==> config.mk <==
export PLATFORM = sky130hd
export DESIGN_NAME = glcd_writer
export DESIGN_NICKNAME = d
export VERILOG_FILES = /design/src/rtl/glcd_pkg.sv /design/src/rtl/glcd_plan.sv /design/src/rtl/glcd_strobe.sv /design/src/rtl/glcd_writer.sv
export SDC_FILE = /design/constraint.sdc
export NUM_CORES = 1
export LEC_CHECK = 0
export BUFFER_PORTS_ARGS = -buffer_cell sky130_fd_sc_hd__buf_4
export CORE_AREA = 2 2 58 114
export CTS_CLUSTER_DIAMETER = 50
export DETAILED_ROUTE_END_ITERATION = 12
export DIE_AREA = 0 0 60 116
export HOLD_SLACK_MARGIN = 0.03
export PLACE_DENSITY = 0.82
export SYNTH_ARGS = -nofsm -noshare
export SYNTH_HDL_FRONTEND = slang
export SYNTH_SLANG_ARGS = --single-unit
==> constraint.sdc <==
create_clock -name clk -period 3.85 [get_ports clk]
set_input_delay 0.385 -clock clk [delete_from_list [all_inputs] [get_ports clk]]
set_output_delay 0.385 -clock clk [all_outputs]
set_load 0.01 [all_outputs]
==> src/rtl/glcd_pkg.sv <==
package glcd_pkg;

    localparam int PAGE_W  = 3;
    localparam int COL_W   = 7;
    localparam int MAX_OPS = 4;
    localparam int IDX_W   = $clog2(MAX_OPS);
    localparam int OPS_W   = $clog2(MAX_OPS + 1);

    localparam logic [7:0] OP_PAGE   = 8'hB8;
    localparam logic [7:0] OP_COLUMN = 8'h40;
    localparam logic [7:0] OP_START  = 8'hC0;
    localparam logic [7:0] OP_ON     = 8'h3F;

    localparam logic [1:0] SEL_LEFT  = 2'b01;
    localparam logic [1:0] SEL_RIGHT = 2'b10;
    localparam logic [1:0] SEL_BOTH  = 2'b11;

    typedef struct packed {
        logic [1:0] cs;
        logic       di;
        logic [7:0] val;
    } xfer_t;

    function automatic xfer_t mk_xfer(input logic [1:0] cs, input logic di, input logic [7:0] val);
        xfer_t x;
        x.cs  = cs;
        x.di  = di;
        x.val = val;
        return x;
    endfunction

endpackage

==> src/rtl/glcd_plan.sv <==
module glcd_plan
    import glcd_pkg::*;
(
    input  logic [1:0]                     kind_i,
    input  logic [1:0]                     target_i,
    input  logic [7:0]                     data_i,
    input  logic [7:0]                     line_i,
    input  logic [7:0]                     col_i,
    input  logic [PAGE_W-1:0]              cur_page_i,
    input  logic [COL_W-1:0]               cur_col_i,
    output xfer_t [MAX_OPS-1:0]            ops_o,
    output logic [OPS_W-1:0]               nops_o,
    output logic [PAGE_W-1:0]              nxt_page_o,
    output logic [COL_W-1:0]               nxt_col_o
);

    logic [PAGE_W-1:0] clamp_page;
    logic [COL_W-1:0]  clamp_col;
    logic [1:0]        goto_sel;
    logic [1:0]        data_sel;
    logic [PAGE_W-1:0] wrap_page;

    always_comb begin
        clamp_page = (line_i > 8'd7)   ? 3'd7   : line_i[PAGE_W-1:0];
        clamp_col  = (col_i  > 8'd127) ? 7'd127 : col_i[COL_W-1:0];
        goto_sel   = clamp_col[COL_W-1] ? SEL_RIGHT : SEL_LEFT;
        data_sel   = cur_col_i[COL_W-1] ? SEL_RIGHT : SEL_LEFT;
        wrap_page  = cur_page_i + 3'd1;

        ops_o      = '0;
        nops_o     = '0;
        nxt_page_o = cur_page_i;
        nxt_col_o  = cur_col_i;

        case (kind_i)
            2'b01: begin
                ops_o[0]   = mk_xfer(goto_sel, 1'b0, OP_PAGE + 8'(clamp_page));
                ops_o[1]   = mk_xfer(goto_sel, 1'b0, OP_COLUMN + {2'b00, clamp_col[COL_W-2:0]});
                nops_o     = OPS_W'(2);
                nxt_page_o = clamp_page;
                nxt_col_o  = clamp_col;
            end
            2'b00: begin
                if (cur_col_i == 7'd64) begin
                    ops_o[0]  = mk_xfer(SEL_RIGHT, 1'b0, OP_PAGE + 8'(cur_page_i));
                    ops_o[1]  = mk_xfer(SEL_RIGHT, 1'b0, OP_COLUMN);
                    ops_o[2]  = mk_xfer(SEL_RIGHT, 1'b1, data_i);
                    nops_o    = OPS_W'(3);
                    nxt_col_o = cur_col_i + 7'd1;
                end else if (cur_col_i == 7'd127) begin
                    ops_o[0]   = mk_xfer(SEL_RIGHT, 1'b1, data_i);
                    ops_o[1]   = mk_xfer(SEL_LEFT, 1'b0, OP_PAGE + 8'(wrap_page));
                    ops_o[2]   = mk_xfer(SEL_LEFT, 1'b0, OP_COLUMN);
                    nops_o     = OPS_W'(3);
                    nxt_page_o = wrap_page;
                    nxt_col_o  = '0;
                end else begin
                    ops_o[0]  = mk_xfer(data_sel, 1'b1, data_i);
                    nops_o    = OPS_W'(1);
                    nxt_col_o = cur_col_i + 7'd1;
                end
            end
            default: begin
                ops_o[0] = mk_xfer(target_i, 1'b0, data_i);
                nops_o   = OPS_W'(1);
            end
        endcase
    end

endmodule

==> src/rtl/glcd_strobe.sv <==
module glcd_strobe
    import glcd_pkg::*;
#(
    parameter int SETUP_CYC = 2,
    parameter int HIGH_CYC  = 3,
    parameter int HOLD_CYC  = 1,
    parameter int WAIT_CYC  = 4
) (
    input  logic       clk,
    input  logic       rst_n,
    input  logic       start_i,
    input  xfer_t      xfer_i,
    output logic       idle_o,
    output logic       en_o,
    output xfer_t      bus_o
);

    localparam int SETUP_N = (SETUP_CYC < 1) ? 1 : SETUP_CYC;
    localparam int HIGH_N  = (HIGH_CYC  < 1) ? 1 : HIGH_CYC;
    localparam int HOLD_N  = (HOLD_CYC  < 1) ? 1 : HOLD_CYC;
    localparam int WAIT_N  = (WAIT_CYC  < 1) ? 1 : WAIT_CYC;
    localparam int MAX_A   = (SETUP_N > HIGH_N) ? SETUP_N : HIGH_N;
    localparam int MAX_B   = (HOLD_N > WAIT_N) ? HOLD_N : WAIT_N;
    localparam int MAX_N   = (MAX_A > MAX_B) ? MAX_A : MAX_B;
    localparam int CNT_W   = $clog2(MAX_N + 1);

    typedef enum logic [2:0] {PH_IDLE, PH_SETUP, PH_HIGH, PH_HOLD, PH_WAIT} phase_e;

    typedef struct packed {
        phase_e           ph;
        logic [CNT_W-1:0] cnt;
        xfer_t            bus;
        logic             en;
    } strobe_t;

    strobe_t s_d, s_q;

    always_comb begin
        s_d = s_q;
        if (s_q.ph == PH_IDLE) begin
            if (start_i) begin
                s_d.ph  = PH_SETUP;
                s_d.cnt = CNT_W'(SETUP_N - 1);
                s_d.bus = xfer_i;
            end
        end else if (s_q.cnt != '0) begin
            s_d.cnt = s_q.cnt - CNT_W'(1);
        end else begin
            case (s_q.ph)
                PH_SETUP: begin s_d.ph = PH_HIGH; s_d.cnt = CNT_W'(HIGH_N - 1); end
                PH_HIGH:  begin s_d.ph = PH_HOLD; s_d.cnt = CNT_W'(HOLD_N - 1); end
                PH_HOLD:  begin s_d.ph = PH_WAIT; s_d.cnt = CNT_W'(WAIT_N - 1); end
                default:  begin s_d.ph = PH_IDLE; s_d.cnt = '0; end
            endcase
        end
        s_d.en = (s_d.ph == PH_HIGH);
    end

    always_ff @(posedge clk) begin
        if (!rst_n) begin
            s_q <= '{ph: PH_IDLE, cnt: '0, bus: '0, en: 1'b0};
        end else begin
            s_q <= s_d;
        end
    end

    assign idle_o = (s_q.ph == PH_IDLE);
    assign en_o   = s_q.en;
    assign bus_o  = s_q.bus;

    logic [CNT_W-1:0] hi_run_q;
    always_ff @(posedge clk) begin
        if (!rst_n)       hi_run_q <= '0;
        else if (s_q.en)  hi_run_q <= hi_run_q + CNT_W'(1);
        else              hi_run_q <= '0;
    end

    AST_BUS_STABLE_HIGH: assert property (@(posedge clk) disable iff (!rst_n)
        s_q.en |-> $stable(s_q.bus));
    AST_EN_WIDTH: assert property (@(posedge clk) disable iff (!rst_n)
        $fell(s_q.en) |-> (hi_run_q == CNT_W'(HIGH_N)));
    AST_START_TAKEN: assert property (@(posedge clk) disable iff (!rst_n)
        (start_i && idle_o) |=> !idle_o && !en_o);

endmodule

==> src/rtl/glcd_writer.sv <==
module glcd_writer
    import glcd_pkg::*;
#(
    parameter int SETUP_CYC    = 2,
    parameter int HIGH_CYC     = 3,
    parameter int HOLD_CYC     = 1,
    parameter int WAIT_CYC     = 4,
    parameter int RST_CYC      = 5,
    parameter int RST_WAIT_CYC = 4
) (
    input  logic       clk,
    input  logic       rst_n,
    input  logic       req_valid,
    output logic       req_ready,
    input  logic [1:0] req_kind,
    input  logic [1:0] req_target,
    input  logic [7:0] req_data,
    input  logic [7:0] req_line,
    input  logic [7:0] req_col,
    output logic       lcd_cs1,
    output logic       lcd_cs2,
    output logic       lcd_di,
    output logic       lcd_rw,
    output logic       lcd_en,
    output logic       lcd_rst_n,
    output logic [7:0] lcd_db
);

    localparam int RST_N  = (RST_CYC < 1) ? 1 : RST_CYC;
    localparam int RWT_N  = (RST_WAIT_CYC < 1) ? 1 : RST_WAIT_CYC;
    localparam int RMAX   = (RST_N > RWT_N) ? RST_N : RWT_N;
    localparam int RCNT_W = $clog2(RMAX + 1);

    typedef enum logic [1:0] {T_RST, T_REL, T_RUN, T_IDLE} top_e;

    typedef struct packed {
        top_e                  st;
        logic [RCNT_W-1:0]     cnt;
        xfer_t [MAX_OPS-1:0]   ops;
        logic [OPS_W-1:0]      nops;
        logic [OPS_W-1:0]      idx;
        logic                  started;
        logic [PAGE_W-1:0]     page;
        logic [COL_W-1:0]      col;
        logic                  rstn;
    } wr_t;

    wr_t q, d;

    xfer_t [MAX_OPS-1:0] plan_ops;
    xfer_t [MAX_OPS-1:0] init_ops;
    logic [OPS_W-1:0]    plan_nops;
    logic [PAGE_W-1:0]   plan_page;
    logic [COL_W-1:0]    plan_col;
    logic                stb_idle;
    logic                stb_start;
    logic                stb_en;
    xfer_t               stb_bus;

    glcd_plan u_plan (
        .kind_i     (req_kind),
        .target_i   (req_target),
        .data_i     (req_data),
        .line_i     (req_line),
        .col_i      (req_col),
        .cur_page_i (q.page),
        .cur_col_i  (q.col),
        .ops_o      (plan_ops),
        .nops_o     (plan_nops),
        .nxt_page_o (plan_page),
        .nxt_col_o  (plan_col)
    );

    glcd_strobe #(
        .SETUP_CYC (SETUP_CYC),
        .HIGH_CYC  (HIGH_CYC),
        .HOLD_CYC  (HOLD_CYC),
        .WAIT_CYC  (WAIT_CYC)
    ) u_strobe (
        .clk     (clk),
        .rst_n   (rst_n),
        .start_i (stb_start),
        .xfer_i  (q.ops[q.idx[IDX_W-1:0]]),
        .idle_o  (stb_idle),
        .en_o    (stb_en),
        .bus_o   (stb_bus)
    );

    always_comb begin
        init_ops[0] = mk_xfer(SEL_LEFT, 1'b0, OP_PAGE);
        init_ops[1] = mk_xfer(SEL_LEFT, 1'b0, OP_COLUMN);
        init_ops[2] = mk_xfer(SEL_BOTH, 1'b0, OP_START);
        init_ops[3] = mk_xfer(SEL_BOTH, 1'b0, OP_ON);
    end

    always_comb begin
        d         = q;
        stb_start = 1'b0;
        case (q.st)
            T_RST: begin
                if (q.cnt == '0) begin
                    d.st  = T_REL;
                    d.cnt = RCNT_W'(RWT_N - 1);
                end else begin
                    d.cnt = q.cnt - RCNT_W'(1);
                end
            end
            T_REL: begin
                if (q.cnt == '0) begin
                    d.st      = T_RUN;
                    d.ops     = init_ops;
                    d.nops    = OPS_W'(MAX_OPS);
                    d.idx     = '0;
                    d.started = 1'b0;
                    d.page    = '0;
                    d.col     = '0;
                end else begin
                    d.cnt = q.cnt - RCNT_W'(1);
                end
            end
            T_IDLE: begin
                if (req_valid) begin
                    d.st      = T_RUN;
                    d.ops     = plan_ops;
                    d.nops    = plan_nops;
                    d.idx     = '0;
                    d.started = 1'b0;
                    d.page    = plan_page;
                    d.col     = plan_col;
                end
            end
            default: begin
                if (!q.started) begin
                    if (stb_idle) begin
                        stb_start = 1'b1;
                        d.started = 1'b1;
                    end
                end else if (stb_idle) begin
                    d.started = 1'b0;
                    if (q.idx == q.nops - OPS_W'(1)) begin
                        d.st = T_IDLE;
                    end else begin
                        d.idx = q.idx + OPS_W'(1);
                    end
                end
            end
        endcase
        d.rstn = (d.st != T_RST);
    end

    always_ff @(posedge clk) begin
        if (!rst_n) begin
            q      <= '0;
            q.st   <= T_RST;
            q.cnt  <= RCNT_W'(RST_N - 1);
        end else begin
            q <= d;
        end
    end

    assign req_ready = (q.st == T_IDLE);
    assign lcd_cs1   = stb_bus.cs[0];
    assign lcd_cs2   = stb_bus.cs[1];
    assign lcd_di    = stb_bus.di;
    assign lcd_db    = stb_bus.val;
    assign lcd_en    = stb_en;
    assign lcd_rw    = 1'b0;
    assign lcd_rst_n = q.rstn;

    AST_RST_QUIET: assert property (@(posedge clk) disable iff (!rst_n)
        !lcd_rst_n |-> (!req_ready && !lcd_en));
    AST_ACCEPT_DROPS_READY: assert property (@(posedge clk) disable iff (!rst_n)
        (req_valid && req_ready) |=> !req_ready);
    AST_READY_NO_STROBE: assert property (@(posedge clk) disable iff (!rst_n)
        req_ready |-> !lcd_en);
    AST_DATA_ONE_CHIP: assert property (@(posedge clk) disable iff (!rst_n)
        (lcd_en && lcd_di) |-> ($countones({lcd_cs2, lcd_cs1}) == 1));
    AST_COL_STEP: assert property (@(posedge clk) disable iff (!rst_n)
        (req_valid && req_ready && req_kind == 2'b00 && q.col != 7'd127)
        |=> (q.col == $past(q.col) + 7'd1) && $stable(q.page));
    AST_PAGE_WRAP: assert property (@(posedge clk) disable iff (!rst_n)
        (req_valid && req_ready && req_kind == 2'b00 && q.col == 7'd127)
        |=> (q.col == 7'd0) && (q.page == $past(q.page) + 3'd1));
    AST_CMD_KEEPS_CURSOR: assert property (@(posedge clk) disable iff (!rst_n)
        (req_valid && req_ready && req_kind[1]) |=> $stable(q.col) && $stable(q.page));

endmodule

==> metrics.md, run 1 <==
| Metric | Value |
|---|---|
| Multi-input logic area | `1970 sq um` |
| Synth area leaders | `dfxtp_1 40%, a21oi_1 7.6%, nor2_1 5.4%` |
| Die span in x | `60 um` |
| Cell Int Power | `1530 uW` |
| Num rows | `40` |
| Synth top cells by count | `73 x dfxtp_1, 56 x a21oi_1, 53 x nor2_1` |
| Crit path arrival time | `2.56 ns` |
| Top_reg_cell synth | `dfxtp_1` |
| Drt drc | `0` |
| Number of buffers created by CTS | `9` |
| Setup TNS Final | `0 ns` |
| First-pass GRT wire length | `15200 um` |
| Status | `complete, no violations` |
| Fill cell count | `444` |
| RSZ-0062 raised after global routing | `no` |
| Slowest cell delay on critical path | `0.64 ns` |
| Hold Crit Depth | `3` |
| Syn. warnings | `0` |
| Congestion Overflow GR | `0` |
| Mapped Nets | `487` |
| Most common cell in the netlist | `dfxtp_1` |
| Max VDD drop | `0.000387 V` |
| Final Hold Viols | `0` |
| Worst-margin pin slew | `1.15 ns` |
| Share of layout cells above drive strength 1 | `17.6%` |
| H-tree levels | `3` |
| Die Ht | `116 um` |
| Min cycle time layout | `2.29 ns` |
| Leakage | `0.00162 uW` |
| Die area | `6960 sq um` |
| Clock share of power | `47.8%` |
| Sequential fraction of the synthesis area | `39.7%` |
| Top-area cell type share of the netlist area | `39.7%` |
| Clock transition at the registers of the reported paths | `0.06 ns` |
| CP max stage cell | `dfxtp_1` |
| Routed Antenna Nets | `0` |
| N_diodes | `0` |
| Gpl congestion | `0.918` |
| Hold WC Path Type | `in2reg` |
| Critical Path, Cell by Cell | `and3_1 > nand2_1 > nor3_2 > a22oi_1 > nor2_1` |
| Crit start category | `flop` |
| Cts repair resizes | `0` |
| Worst Skew | `0.00896 ns` |
| Postcts setup bufs | `0` |
| Routed vias | `3347` |
| Detailed Place HPWL | `6630 um` |
| Setup violations, final | `0` |
| Synth Instances | `446` |
| Netlist cell types | `63` |
| Number of enable flip-flop cells after synthesis | `0` |
| Nets@finish | `508` |
| Area Growth Syn to Fin | `16.5%` |
| Period utilization | `59.4%` |
| FF+latch area | `1460 sq um` |
| CP Data Required Time | `4.12 ns` |
| Clock root buffer | `clkbuf_16` |
| Hold_buf cts | `0` |
| Worst-path maximum fanout | `15` |
| Worst Setup End Kind | `flop` |
| NetSw | `469 uW` |
| Combinational Power Share | `11.0%` |
| Placed cell area | `3940 sq um` |
| Mapped Avg Cell Area | `8.25 sq um` |
| Starting Density | `60.7%` |
| Clock tree sinks | `73` |
| Tot GR Track Use | `29.3%` |
| Maximum number of pins on one net before global-route repair | `44` |
| WL final | `9360 um` |
| Final Cell Area | `4290 sq um` |
| Sequential share of power | `41.2%` |
| Yosys reg bits | `73` |
| Area of the core | `6060 sq um` |
| Vias in the first global route | `3291` |
| CTS max path bufs | `2` |
| Crit path max-delay family | `simple AND/OR/NAND/NOR gates` |
| Max-slew violations | `0` |
| Worst-Skew Late Latency | `0.34 ns` |
| Stages on worst setup path | `5` |
| Port bufs | `44` |
| DR WL/cell | `16.9 um` |
| 1st-iter DRT viols | `244` |
| Mapped Area | `3680 sq um` |
| Fmax | `437 MHz` |
| Max-capacitance violation count | `0` |
| PwrDens | `467 nW/um^2` |
| I/O pins | `46` |
| Max-slew headroom | `23.1%` |
| Cell accounting for the most synthesized area | `dfxtp_1` |
| Crit path kind | `reg2reg` |
| Reg2Reg Depth | `5` |
| TritonCTS clock tree | `built` |
| Vias per cell | `6.03` |
| Asr flop ratio synth | `0%` |
| 1st-pass router iterations | `7` |
| R2r setup slk | `1.56 ns` |
| Initial antenna violation count | `0` |
| Net Sw Frac | `23.4%` |
| CP Buf/Inv Count | `0` |
==> worst paths after layout <==
kind | to | startpoint
max | q[42]$_SDFFE_PN0P_ | q[65]$_SDFF_PN0_
min reg2reg | u_strobe.bus_o[8]$_SDFFE_PN0P_ | u_strobe.bus_o[8]$_SDFFE_PN0P_
max reg2reg | q[42]$_SDFFE_PN0P_ | q[65]$_SDFF_PN0_
min | q[24]$_SDFFE_PN0P_ | req_data[6]
==> power groups by stage <==
stage | combinational [uW] | sequential (uW) | clock, uW
after floorplan | 160 | 826 | 0
after global placement | 212 | 837 | 0
after detailed placement | 217 | 839 | 0
after CTS | 219 | 823 | 969
after global routing | 246 | 829 | 995
final | 220 | 825 | 958
==> layout by cell type (no fill, tap or decap), types with 5 or more instances in the layout <==
cell type  synthesis  final
o21ai_0           35     35
a21oi_1           56     56
dfxtp_1           73     73
nand3_1           11     11
nand2_1           33     33
o221a_2            6      6
ha_1              10     10
inv_1             13     13
buf_4              9     46
nor2_1            53     53
a22oi_1           14     14
clkbuf_16          0      9
a211oi_1           5      5
mux2i_1           12     12
nor3_1            12     12
==> registers in the layout, indices dropped and copies added, names as in the netlist <==
signal	cells
q	54
lcd_rst_n	1
u_strobe.en_o	1
u_strobe.s_q	6
u_strobe.bus_o	11
==> tightest hold or removal path: cells and delay by family <==
family,cells,cell delay [ns]
AO/OA/AOI/OAI,1,0.06
AND/OR/NAND/NOR,1,0.07
buffers and inverters,1,0.08
==> logic make-up (layout without fill, tap and decap cells) <==
kind of cell | Yosys count | in the layout | synth area share (%)
XOR/XNOR | 9 | 9 | 2.52
AND/OR/NAND/NOR | 143 | 143 | 18.8
other | 1 | 1 | 0.102
buffers and inverters | 50 | 75 | 6.77
flip-flops | 73 | 73 | 39.7
AO/OA/AOI/OAI | 148 | 148 | 25.4
adder cells (fa/ha/maj) | 10 | 10 | 3.40
multiplexers | 12 | 12 | 3.27
==> cell type report <==
class | count | share of cell area [%]
Timing Repair Buffer | 46 | 8.06
Tap cell | 84 | 2.45
Sequential cell | 73 | 34.1
Clock inverter | 5 | 2.42
Clock buffer | 10 | 5.58
Inverter | 14 | 1.34
Multi-Input combinational cell | 323 | 46.0
==> layer usage <==
layer,GRT usage (%),wire [um],vias to the layer above
li1,-,-,1631
met1,31.0,3480,1556
met2,51.3,5040,126
met3,5.80,481,34
met4,17.5,352,0
met5,0,0,-
==> stage by stage <==
step	util (%)	setup slack (ns)	std cells	hold slack, ns	total power [uW]
final	70.8	1.56	555	0.296	2000
after floorplan	-	2.11	446	0.431	986
after global routing	70.8	1.40	555	0.310	2070
after global placement	65.1	1.68	540	0.438	1050
after CTS	70.8	1.59	555	0.286	2010
after detailed placement	65.1	1.58	540	0.452	1060
Note: power is estimated with default switching activity, not from simulation.
==> run 2, diff against run 1 <==
--- a/config.mk
+++ b/config.mk
@@ -5,13 +5,14 @@
 export SDC_FILE = /design/constraint.sdc
 export NUM_CORES = 1
 export LEC_CHECK = 0
+export ABC_AREA = 1
 export BUFFER_PORTS_ARGS = -buffer_cell sky130_fd_sc_hd__buf_4
-export CORE_AREA = 2 2 58 114
+export CORE_AREA = 2 2 64 126
 export CTS_CLUSTER_DIAMETER = 50
 export DETAILED_ROUTE_END_ITERATION = 12
-export DIE_AREA = 0 0 60 116
+export DIE_AREA = 0 0 66 128
 export HOLD_SLACK_MARGIN = 0.03
-export PLACE_DENSITY = 0.82
+export PLACE_DENSITY = 0.73
 export SYNTH_ARGS = -nofsm -noshare
 export SYNTH_HDL_FRONTEND = slang
 export SYNTH_SLANG_ARGS = --single-unit
==> constraint.sdc (replaced) <==
create_clock -name clk -period 1.8 [get_ports clk]
set_input_delay 0.18 -clock clk [delete_from_list [all_inputs] [get_ports clk]]
set_output_delay 0.18 -clock clk [all_outputs]
set_load 0.01 [all_outputs]
==> run 2 against run 1 <==
Non-clock buffer count up 31. Sequential power up 110%. Clock skew down 0.0035 ns. Cell count up 26%. Flip-flop and latch count unchanged. Worst setup slack worse by 1.5 ns. Count of clock-buffer cells in the layout down 1. Largest cell class unchanged.
==> metrics.md, run 2 <==
| Metric | Value |
|---|---|
| Status | `complete, no violations (unchanged)` |
| Netlist cell types | `41 (was 63)` |
| Worst Skew | `0.00551 ns (was 0.00896 ns)` |
| Hold WC Path Type | `in2reg (unchanged)` |
| Cells after DPL | `673 (was 540)` |
| Vias per cell | `5.45 (was 6.03)` |
| Clock transition at the registers of the reported paths | `0.06 ns (about the same)` |
| Congestion Overflow GR | `0 (unchanged)` |
| Max VDD drop | `0.000632 V (was 0.000387 V)` |
| Synth Instances | `540 (was 446)` |
| Clock root buffer | `clkbuf_16 (unchanged)` |
| Fill cell count | `686 (was 444)` |
| Period utilization | `94.3% (was 59.4%)` |
| Critical Path, Cell by Cell | `inv_2 > ha_4 > inv_2 > nor2_4 > nand2_2 > a21oi_4 > clkinv_4 > nor3_4 > nand2_1 > a21oi_2 (was and3_1 > nand2_1 > nor3_2 > a22oi_1 > nor2_1)` |
| Top_reg_cell synth | `dfxtp_1 (unchanged)` |
| First-pass GRT wire length | `16800 um (was 15200 um)` |
| Asr flop ratio synth | `0% (unchanged)` |
| Yosys reg bits | `73 (unchanged)` |
| FF+latch area | `1460 sq um (about the same)` |
| Synth top cells by count | `120 x nand2_1, 73 x dfxtp_1, 53 x inv_1 (was 73 x dfxtp_1, 56 x a21oi_1, 53 x nor2_1)` |
| Max-slew violations | `0 (unchanged)` |
| Slowest cell delay on critical path | `0.33 ns (was 0.64 ns)` |
| Area Growth Syn to Fin | `25.8% (was 16.5%)` |
| Max-slew headroom | `63.7% (was 23.1%)` |
| Worst-margin pin slew | `0.543 ns (was 1.15 ns)` |
| TritonCTS clock tree | `built (unchanged)` |
| Setup violations, final | `0 (unchanged)` |
| Tot GR Track Use | `26.1% (was 29.3%)` |
| Maximum number of pins on one net before global-route repair | `35 (was 44)` |
| Sequential fraction of the synthesis area | `38.6% (was 39.7%)` |
| Leakage | `0.00201 uW (was 0.00162 uW)` |
| Sequential share of power | `37.6% (was 41.2%)` |
| Top-area cell type share of the netlist area | `38.6% (was 39.7%)` |
| Syn. warnings | `0 (unchanged)` |
| CTS max path bufs | `2 (unchanged)` |
| Largest reg by FF count | `q (unchanged)` |
| Cell Int Power | `3470 uW (was 1530 uW)` |
| Worst-path maximum fanout | `6 (was 15)` |
| Final Hold Viols | `0 (unchanged)` |
| Routed Antenna Nets | `0 (unchanged)` |
| Clock tree sinks | `73 (unchanged)` |
| I/O pins | `46 (unchanged)` |
| Hold_buf cts | `0 (unchanged)` |
| CP max stage cell | `dfxtp_2 (was dfxtp_1)` |
| Reg2Reg Depth | `10 (was 5)` |
| N_diodes | `0 (unchanged)` |
| CP Data Required Time | `2.08 ns (was 4.12 ns)` |
| Min Hold Slack | `0.108 ns (was 0.296 ns)` |
| 1st-pass router iterations | `5 (was 7)` |
| Net Sw Frac | `25.2% (was 23.4%)` |
| Final Cell Area | `4760 sq um (was 4290 sq um)` |
| 1st-iter DRT viols | `154 (was 244)` |
| Multi-input logic area | `1980 sq um (was 1970 sq um)` |
| Port bufs | `44 (unchanged)` |
| Routed vias | `3802 (was 3347)` |
| Gpl congestion | `0.893 (was 0.918)` |
| Cell accounting for the most synthesized area | `dfxtp_1 (unchanged)` |
| Number of enable flip-flop cells after synthesis | `0 (unchanged)` |
| Vias in the first global route | `3704 (was 3291)` |
| Die span in x | `66 um (was 60 um)` |
| Pre-CTS setup slack | `-0.0165 ns (was 1.58 ns)` |
| Combinational Power Share | `15.1% (was 11.0%)` |
| Hold Crit Depth | `3 (unchanged)` |
| Cell mode on critical path | `inv_2` |
| Mapped Avg Cell Area | `7.01 sq um (was 8.25 sq um)` |
| RSZ-0062 raised after global routing | `yes (was no)` |
| Mapped Area | `3780 sq um (was 3680 sq um)` |
| Area of the core | `7540 sq um (was 6060 sq um)` |
| Initial antenna violation count | `0 (unchanged)` |
| NetSw | `1170 uW (was 469 uW)` |
| Max reg flops | `54 (unchanged)` |
| Starting Density | `50.1% (was 60.7%)` |
| WL final | `10500 um (was 9360 um)` |
| Max-capacitance violation count | `0 (unchanged)` |
| Nets@finish | `639 (was 508)` |
| Most frequent cells in the layout | `118 x nand2_1, 73 x buf_4, 72 x dfxtp_1, 48 x inv_1 (was 73 x dfxtp_1, 56 x a21oi_1, 53 x nor2_1, 46 x buf_4, 35 x o21ai_0)` |
| Commonest non-fill, non-tap cell in the layout | `nand2_1 (was dfxtp_1)` |
| Detailed Place HPWL | `7830 um (was 6630 um)` |
| Setup TNS Final | `0 ns (unchanged)` |
| Fmax | `589 MHz (was 437 MHz)` |
| Die area | `8450 sq um (was 6960 sq um)` |
| Crit path arrival time | `1.98 ns (was 2.56 ns)` |
| Crit start category | `flop (unchanged)` |
| Final setup margin | `0.103 ns (was 1.56 ns)` |
| Critical Path Start | `q[62]$_SDFFE_PN0P_ (was q[65]$_SDFF_PN0_)` |
| Worst Setup End Kind | `flop (unchanged)` |
| DR WL/cell | `15.1 um (was 16.9 um)` |
| Number of buffers created by CTS | `9 (unchanged)` |
| Min-delay src | `req_data[3] (was req_data[6])` |
| H-tree levels | `3 (unchanged)` |
| Crit path kind | `reg2reg (unchanged)` |
| RR Startpoint | `q[62]$_SDFFE_PN0P_ (was q[65]$_SDFF_PN0_)` |
| Worst-Skew Late Latency | `0.34 ns (about the same)` |
| Post-Layout Cell Count | `697 (was 555)` |
| Placed cell area | `4260 sq um (was 3940 sq um)` |
| Synth area leaders | `dfxtp_1 39%, nand2_1 12%, a21oi_1 6.6% (was dfxtp_1 40%, a21oi_1 7.6%, nor2_1 5.4%)` |
| Min cycle time layout | `1.70 ns (was 2.29 ns)` |
| Die Ht | `128 um (was 116 um)` |
| Share of layout cells above drive strength 1 | `21.9% (was 17.6%)` |
| Clock share of power | `47.3% (was 47.8%)` |
| Drt drc | `0 (unchanged)` |
| Mapped Nets | `581 (was 487)` |
| Num rows | `45 (was 40)` |
| PwrDens | `975 nW/um^2 (was 467 nW/um^2)` |
| Most common cell in the netlist | `nand2_1 (was dfxtp_1)` |
## run 2: changes by cell type in the layout (fill, tap and decap cells not counted), moves of 12 or more
cell     previous run  this run
mux2i_1            12         0
nand2_1            33       118
a22oi_1            14         0
buf_4              46        73
inv_1              13        48
nand3_1            11        28
## run 2: per-stage QoR
step / util (%) / power [uW]
2_1_floorplan: - / 2160
3_3_place_gp: 56.4 / 2380
3_5_place_dp: 56.4 / 2400
4_1_cts: 61.4 / 4600
5_1_grt: 63.1 / 4810
6_report: 63.1 / 4640
## run 2: kinds of logic (layout without fill, tap and decap cells)
| group | count (synthesis) | in the layout | synth area share, % |
|---|---|---|---|
| buf+inv | 88 | 151 | 10.8 |
| simple gates | 228 | 228 | 25.8 |
| xor+xnor | 7 | 7 | 1.62 |
| compound gates | 133 | 133 | 19.8 |
| fa+ha+maj | 10 | 10 | 3.31 |
| flops | 73 | 73 | 38.6 |
| other cells | 1 | 1 | 0.0991 |
## run 2: layer usage
layer | vias up | wire length (um) | track usage, %
met4 | 0 | 563 | 16.6
met3 | 36 | 370 | 4.92
met2 | 95 | 5770 | 48.2
li1 | 1897 | - | -
met5 | - | 0 | 0
met1 | 1774 | 3810 | 25.4
## run 2: final timing paths
| path | to | slack (ns) |
|---|---|---|
| setup / recovery | q[42]$_SDFFE_PN0P_ | 0.10 |
| hold / removal | q[43]$_SDFFE_PN0P_ | 0.11 |
| setup reg to reg | q[42]$_SDFFE_PN0P_ | 0.10 |
| hold reg to reg | q[62]$_SDFFE_PN0P_ | 0.44 |
## run 2: area by class of cell
type | instances | area share [%]
Timing Repair Buffer | 77 | 12.7
Tap cell | 94 | 2.47
Clock buffer | 9 | 4.73
Clock inverter | 7 | 3.00
Sequential cell | 73 | 30.7
Inverter | 58 | 4.70
Multi-Input combinational cell | 379 | 41.7
## run 2: worst max-delay path: cells and delay by family, from the launching register on
kind                     cells  cell delay, ns
AO/OA/AOI/OAI                2            0.33
adder cells (fa/ha/maj)      1            0.13
buffers and inverters        3            0.22
flip-flops                   1            0.33
AND/OR/NAND/NOR              4            0.62
## run 2: power groups by stage
stage / clock network (uW) / logic [uW] / registers [uW]
2_1_floorplan: 0 / 400 / 1760
3_3_place_gp: 0 / 611 / 1770
3_5_place_dp: 0 / 631 / 1770
4_1_cts: 2220 / 640 / 1740
5_1_grt: 2280 / 776 / 1750
6_report: 2190 / 703 / 1740
## run 2: what timing repair did
item                                   in CTS  in global routing
buffers inserted                            0                  8
pin swaps                                   0                 14
setup endpoints to repair                   8                 48
resized for setup                           1                 25
endpoints found under the hold margin       0                  0
==> run 3, diff against run 2 <==
--- a/config.mk
+++ b/config.mk
@@ -7,12 +7,12 @@
 export LEC_CHECK = 0
 export ABC_AREA = 1
 export BUFFER_PORTS_ARGS = -buffer_cell sky130_fd_sc_hd__buf_4
-export CORE_AREA = 2 2 64 126
+export CORE_AREA = 2 2 68 135
 export CTS_CLUSTER_DIAMETER = 50
 export DETAILED_ROUTE_END_ITERATION = 12
-export DIE_AREA = 0 0 66 128
+export DIE_AREA = 0 0 70 137
 export HOLD_SLACK_MARGIN = 0.03
-export PLACE_DENSITY = 0.73
+export PLACE_DENSITY = 0.66
 export SYNTH_ARGS = -nofsm -noshare
 export SYNTH_HDL_FRONTEND = slang
 export SYNTH_SLANG_ARGS = --single-unit
==> run 3 against run 2 <==
First-iteration DRC count increased by 68%. Global-route usage down 3.3 points. Total power is 12% lower. Sequential power barely moved. Clock power shrank 25%. Combinational power fell by 0.9%. Die area up 14%. Count of clock-buffer cells in the layout did not move.
==> metrics.md, run 3 (synthesis gave the netlist of run 2 again) <==
| Metric | Value |
|---|---|
| Status | `complete, no violations (unchanged)` |
| Crit path max-delay family | `simple AND/OR/NAND/NOR gates (unchanged)` |
| Most frequent cells in the layout | `119 x nand2_1, 71 x buf_4, 71 x dfxtp_1, 49 x inv_1, 49 x nor2_1 (was 118 x nand2_1, 73 x buf_4, 72 x dfxtp_1, 48 x inv_1)` |
| I/O pins | `46 (unchanged)` |
| Vias per cell | `5.33 (was 5.45)` |
| First-pass GRT wire length | `17200 um (was 16800 um)` |
| Commonest non-fill, non-tap cell in the layout | `nand2_1 (unchanged)` |
| Worst Setup End Kind | `flop (unchanged)` |
| Detailed Place HPWL | `7900 um (was 7830 um)` |
| Total power | `4090 uW (was 4640 uW)` |
| DR WL/cell | `15.0 um (was 15.1 um)` |
| Crit path to | `q[45]$_SDFFE_PN0P_ (was q[42]$_SDFFE_PN0P_)` |
| Critical Path Start | `q[63]$_SDFFE_PN0P_ (was q[62]$_SDFFE_PN0P_)` |
| Reg2Reg Depth | `10 (unchanged)` |
| Nets@finish | `638 (was 639)` |
| TritonCTS clock tree | `built (unchanged)` |
| Area of the core | `8530 sq um (was 7540 sq um)` |
| Worst-Skew Late Latency | `0.34 ns (about the same)` |
| Final Hold Viols | `0 (unchanged)` |
| Fmax | `585 MHz (was 589 MHz)` |
| Largest reg by FF count | `q (unchanged)` |
| Initial antenna violation count | `0 (unchanged)` |
| Tot GR Track Use | `22.7% (was 26.1%)` |
| Period utilization | `94.9% (was 94.3%)` |
| Stages on worst setup path | `10 (unchanged)` |
| Share of layout cells above drive strength 1 | `21.8% (was 21.9%)` |
| 1st-pass router iterations | `5 (unchanged)` |
| Hold WC Path Type | `in2reg (unchanged)` |
| RR Startpoint | `q[63]$_SDFFE_PN0P_ (was q[62]$_SDFFE_PN0P_)` |
| CP Buf/Inv Count | `3 (unchanged)` |
| Maximum number of pins on one net before global-route repair | `35 (unchanged)` |
| Gpl congestion | `0.906 (was 0.893)` |
| RSZ-0062 raised after global routing | `yes (unchanged)` |
| Port bufs | `44 (unchanged)` |
| WL final | `10500 um (about the same)` |
| Crit start category | `flop (unchanged)` |
| CP max stage cell | `nor3_4 (was dfxtp_2)` |
| N_diodes | `0 (unchanged)` |
| Die span in x | `70 um (was 66 um)` |
| CP Data Required Time | `2.08 ns (about the same)` |
| Die Ht | `137 um (was 128 um)` |
| Area Growth Syn to Fin | `23.9% (was 25.8%)` |
| Min Hold Slack | `0.106 ns (was 0.108 ns)` |
| CTS max path bufs | `2 (unchanged)` |
| Drt drc | `0 (unchanged)` |
| Crit path kind | `reg2reg (unchanged)` |
| Crit path arrival time | `1.99 ns (was 1.98 ns)` |
| Cell mode on critical path | `inv_2 (unchanged)` |
| Num rows | `48 (was 45)` |
| Slowest cell delay on critical path | `0.31 ns (was 0.33 ns)` |
| Max-slew violations | `0 (unchanged)` |
| Max-capacitance violation count | `0 (unchanged)` |
| Min cycle time layout | `1.71 ns (was 1.70 ns)` |
| Clock root buffer | `clkbuf_16 (unchanged)` |
| RR Endpoint | `q[45]$_SDFFE_PN0P_ (was q[42]$_SDFFE_PN0P_)` |
| Hold_buf cts | `0 (unchanged)` |
| Max VDD drop | `0.000444 V (was 0.000632 V)` |
| Starting Density | `44.4% (was 50.1%)` |
| Routed Antenna Nets | `0 (unchanged)` |
| Worst-path maximum fanout | `6 (unchanged)` |
| Max reg flops | `54 (unchanged)` |
| R2r setup slk | `0.09 ns (was 0.10 ns)` |
| PwrDens | `872 nW/um^2 (was 975 nW/um^2)` |
| H-tree levels | `3 (unchanged)` |
| Final core occ | `55.0% (was 63.1%)` |
| Critical Path, Cell by Cell | `inv_2 > ha_4 > inv_2 > nor2_4 > nand2_2 > a21oi_4 > clkinv_4 > nor3_4 > nand2_1 > a21oi_2 (unchanged)` |
| 1st-iter DRT viols | `259 (was 154)` |
| Die area | `9590 sq um (was 8450 sq um)` |
| Vias in the first global route | `3609 (was 3704)` |
| Clock transition at the registers of the reported paths | `0.06 ns (about the same)` |
| Routed vias | `3744 (was 3802)` |
| Worst Skew | `0.00688 ns (was 0.00551 ns)` |
| Leakage | `0.00197 uW (was 0.00201 uW)` |
| Congestion Overflow GR | `0 (unchanged)` |
| Clock tree sinks | `73 (unchanged)` |
| Number of buffers created by CTS | `9 (unchanged)` |
| Setup violations, final | `0 (unchanged)` |
-- run 3: report_power, final --
group          internal [uW]  total (uW)  switching (uW)  leakage (uW)
combinational            295         697             402       0.00125
sequential              1690        1740            58.0      0.000590
clock                    929        1650             721      0.000131
total                   2910        4090            1180       0.00197
-- run 3: worst min-delay path, cell delays in order --
cell and delay (ns):
buf_4 0.11, nand2_1 0.07, a21oi_2 0.04
-- run 3: per-layer routing --
layer	vias to the layer above	global-route usage, %	part of all wire, %
li1	1889	-	-
met1	1735	24.2	39
met2	95	43.0	54
met3	25	3.53	3.6
met4	0	10.7	3.0
met5	-	0	0
-- run 3: worst min path at each step --
| stage | cells past startpoint | endpoint | start | slack [ns] |
|---|---|---|---|---|
| floorplan | 2 | q[40]$_SDFFE_PN0P_ | req_data[0] | 0.32 |
| global placement | 3 | q[44]$_SDFFE_PN0P_ | req_data[4] | 0.45 |
| detailed placement | 2 | u_strobe.s_q[13]$_SDFFE_PN0P_ | u_strobe.s_q[13]$_SDFFE_PN0P_ | 0.45 |
| CTS | 3 | q[43]$_SDFFE_PN0P_ | req_data[3] | 0.1 |
| global route | 3 | q[40]$_SDFFE_PN0P_ | req_data[0] | 0.11 |
| finish | 3 | q[43]$_SDFFE_PN0P_ | req_data[3] | 0.11 |
-- run 3: layout make-up --
type | count | area (sq um)
inverters | 58 | 224
clock inverters | 7 | 47.5
clock buffers | 9 | 225
well taps | 100 | 125
fillers | 852 | 3840
multi-input cells | 379 | 1990
repair buffers | 76 | 616
flip-flops and latches | 73 | 1460
-- run 3: what timing repair did --
action,4_1_cts,5_1_grt
gates resized for setup,0,26
hold endpoints to repair,0,0
buffers inserted,0,6
endpoints found under the setup margin,0,21
-- run 3: per-stage QoR --
| step | area, sq um | worst slack (ns) | std cells | setup TNS, ns |
|---|---|---|---|---|
| detailed placement | 4280 | 0.0876 | 680 | 0 |
| floorplan | 3780 | 0.0365 | 540 | 0 |
| global route | 4690 | -0.0247 | 702 | -0.0351 |
| finish | 4690 | 0.0920 | 702 | 0 |
| CTS | 4560 | 0.0743 | 696 | 0 |
| global placement | 4280 | 0.124 | 680 | 0 |
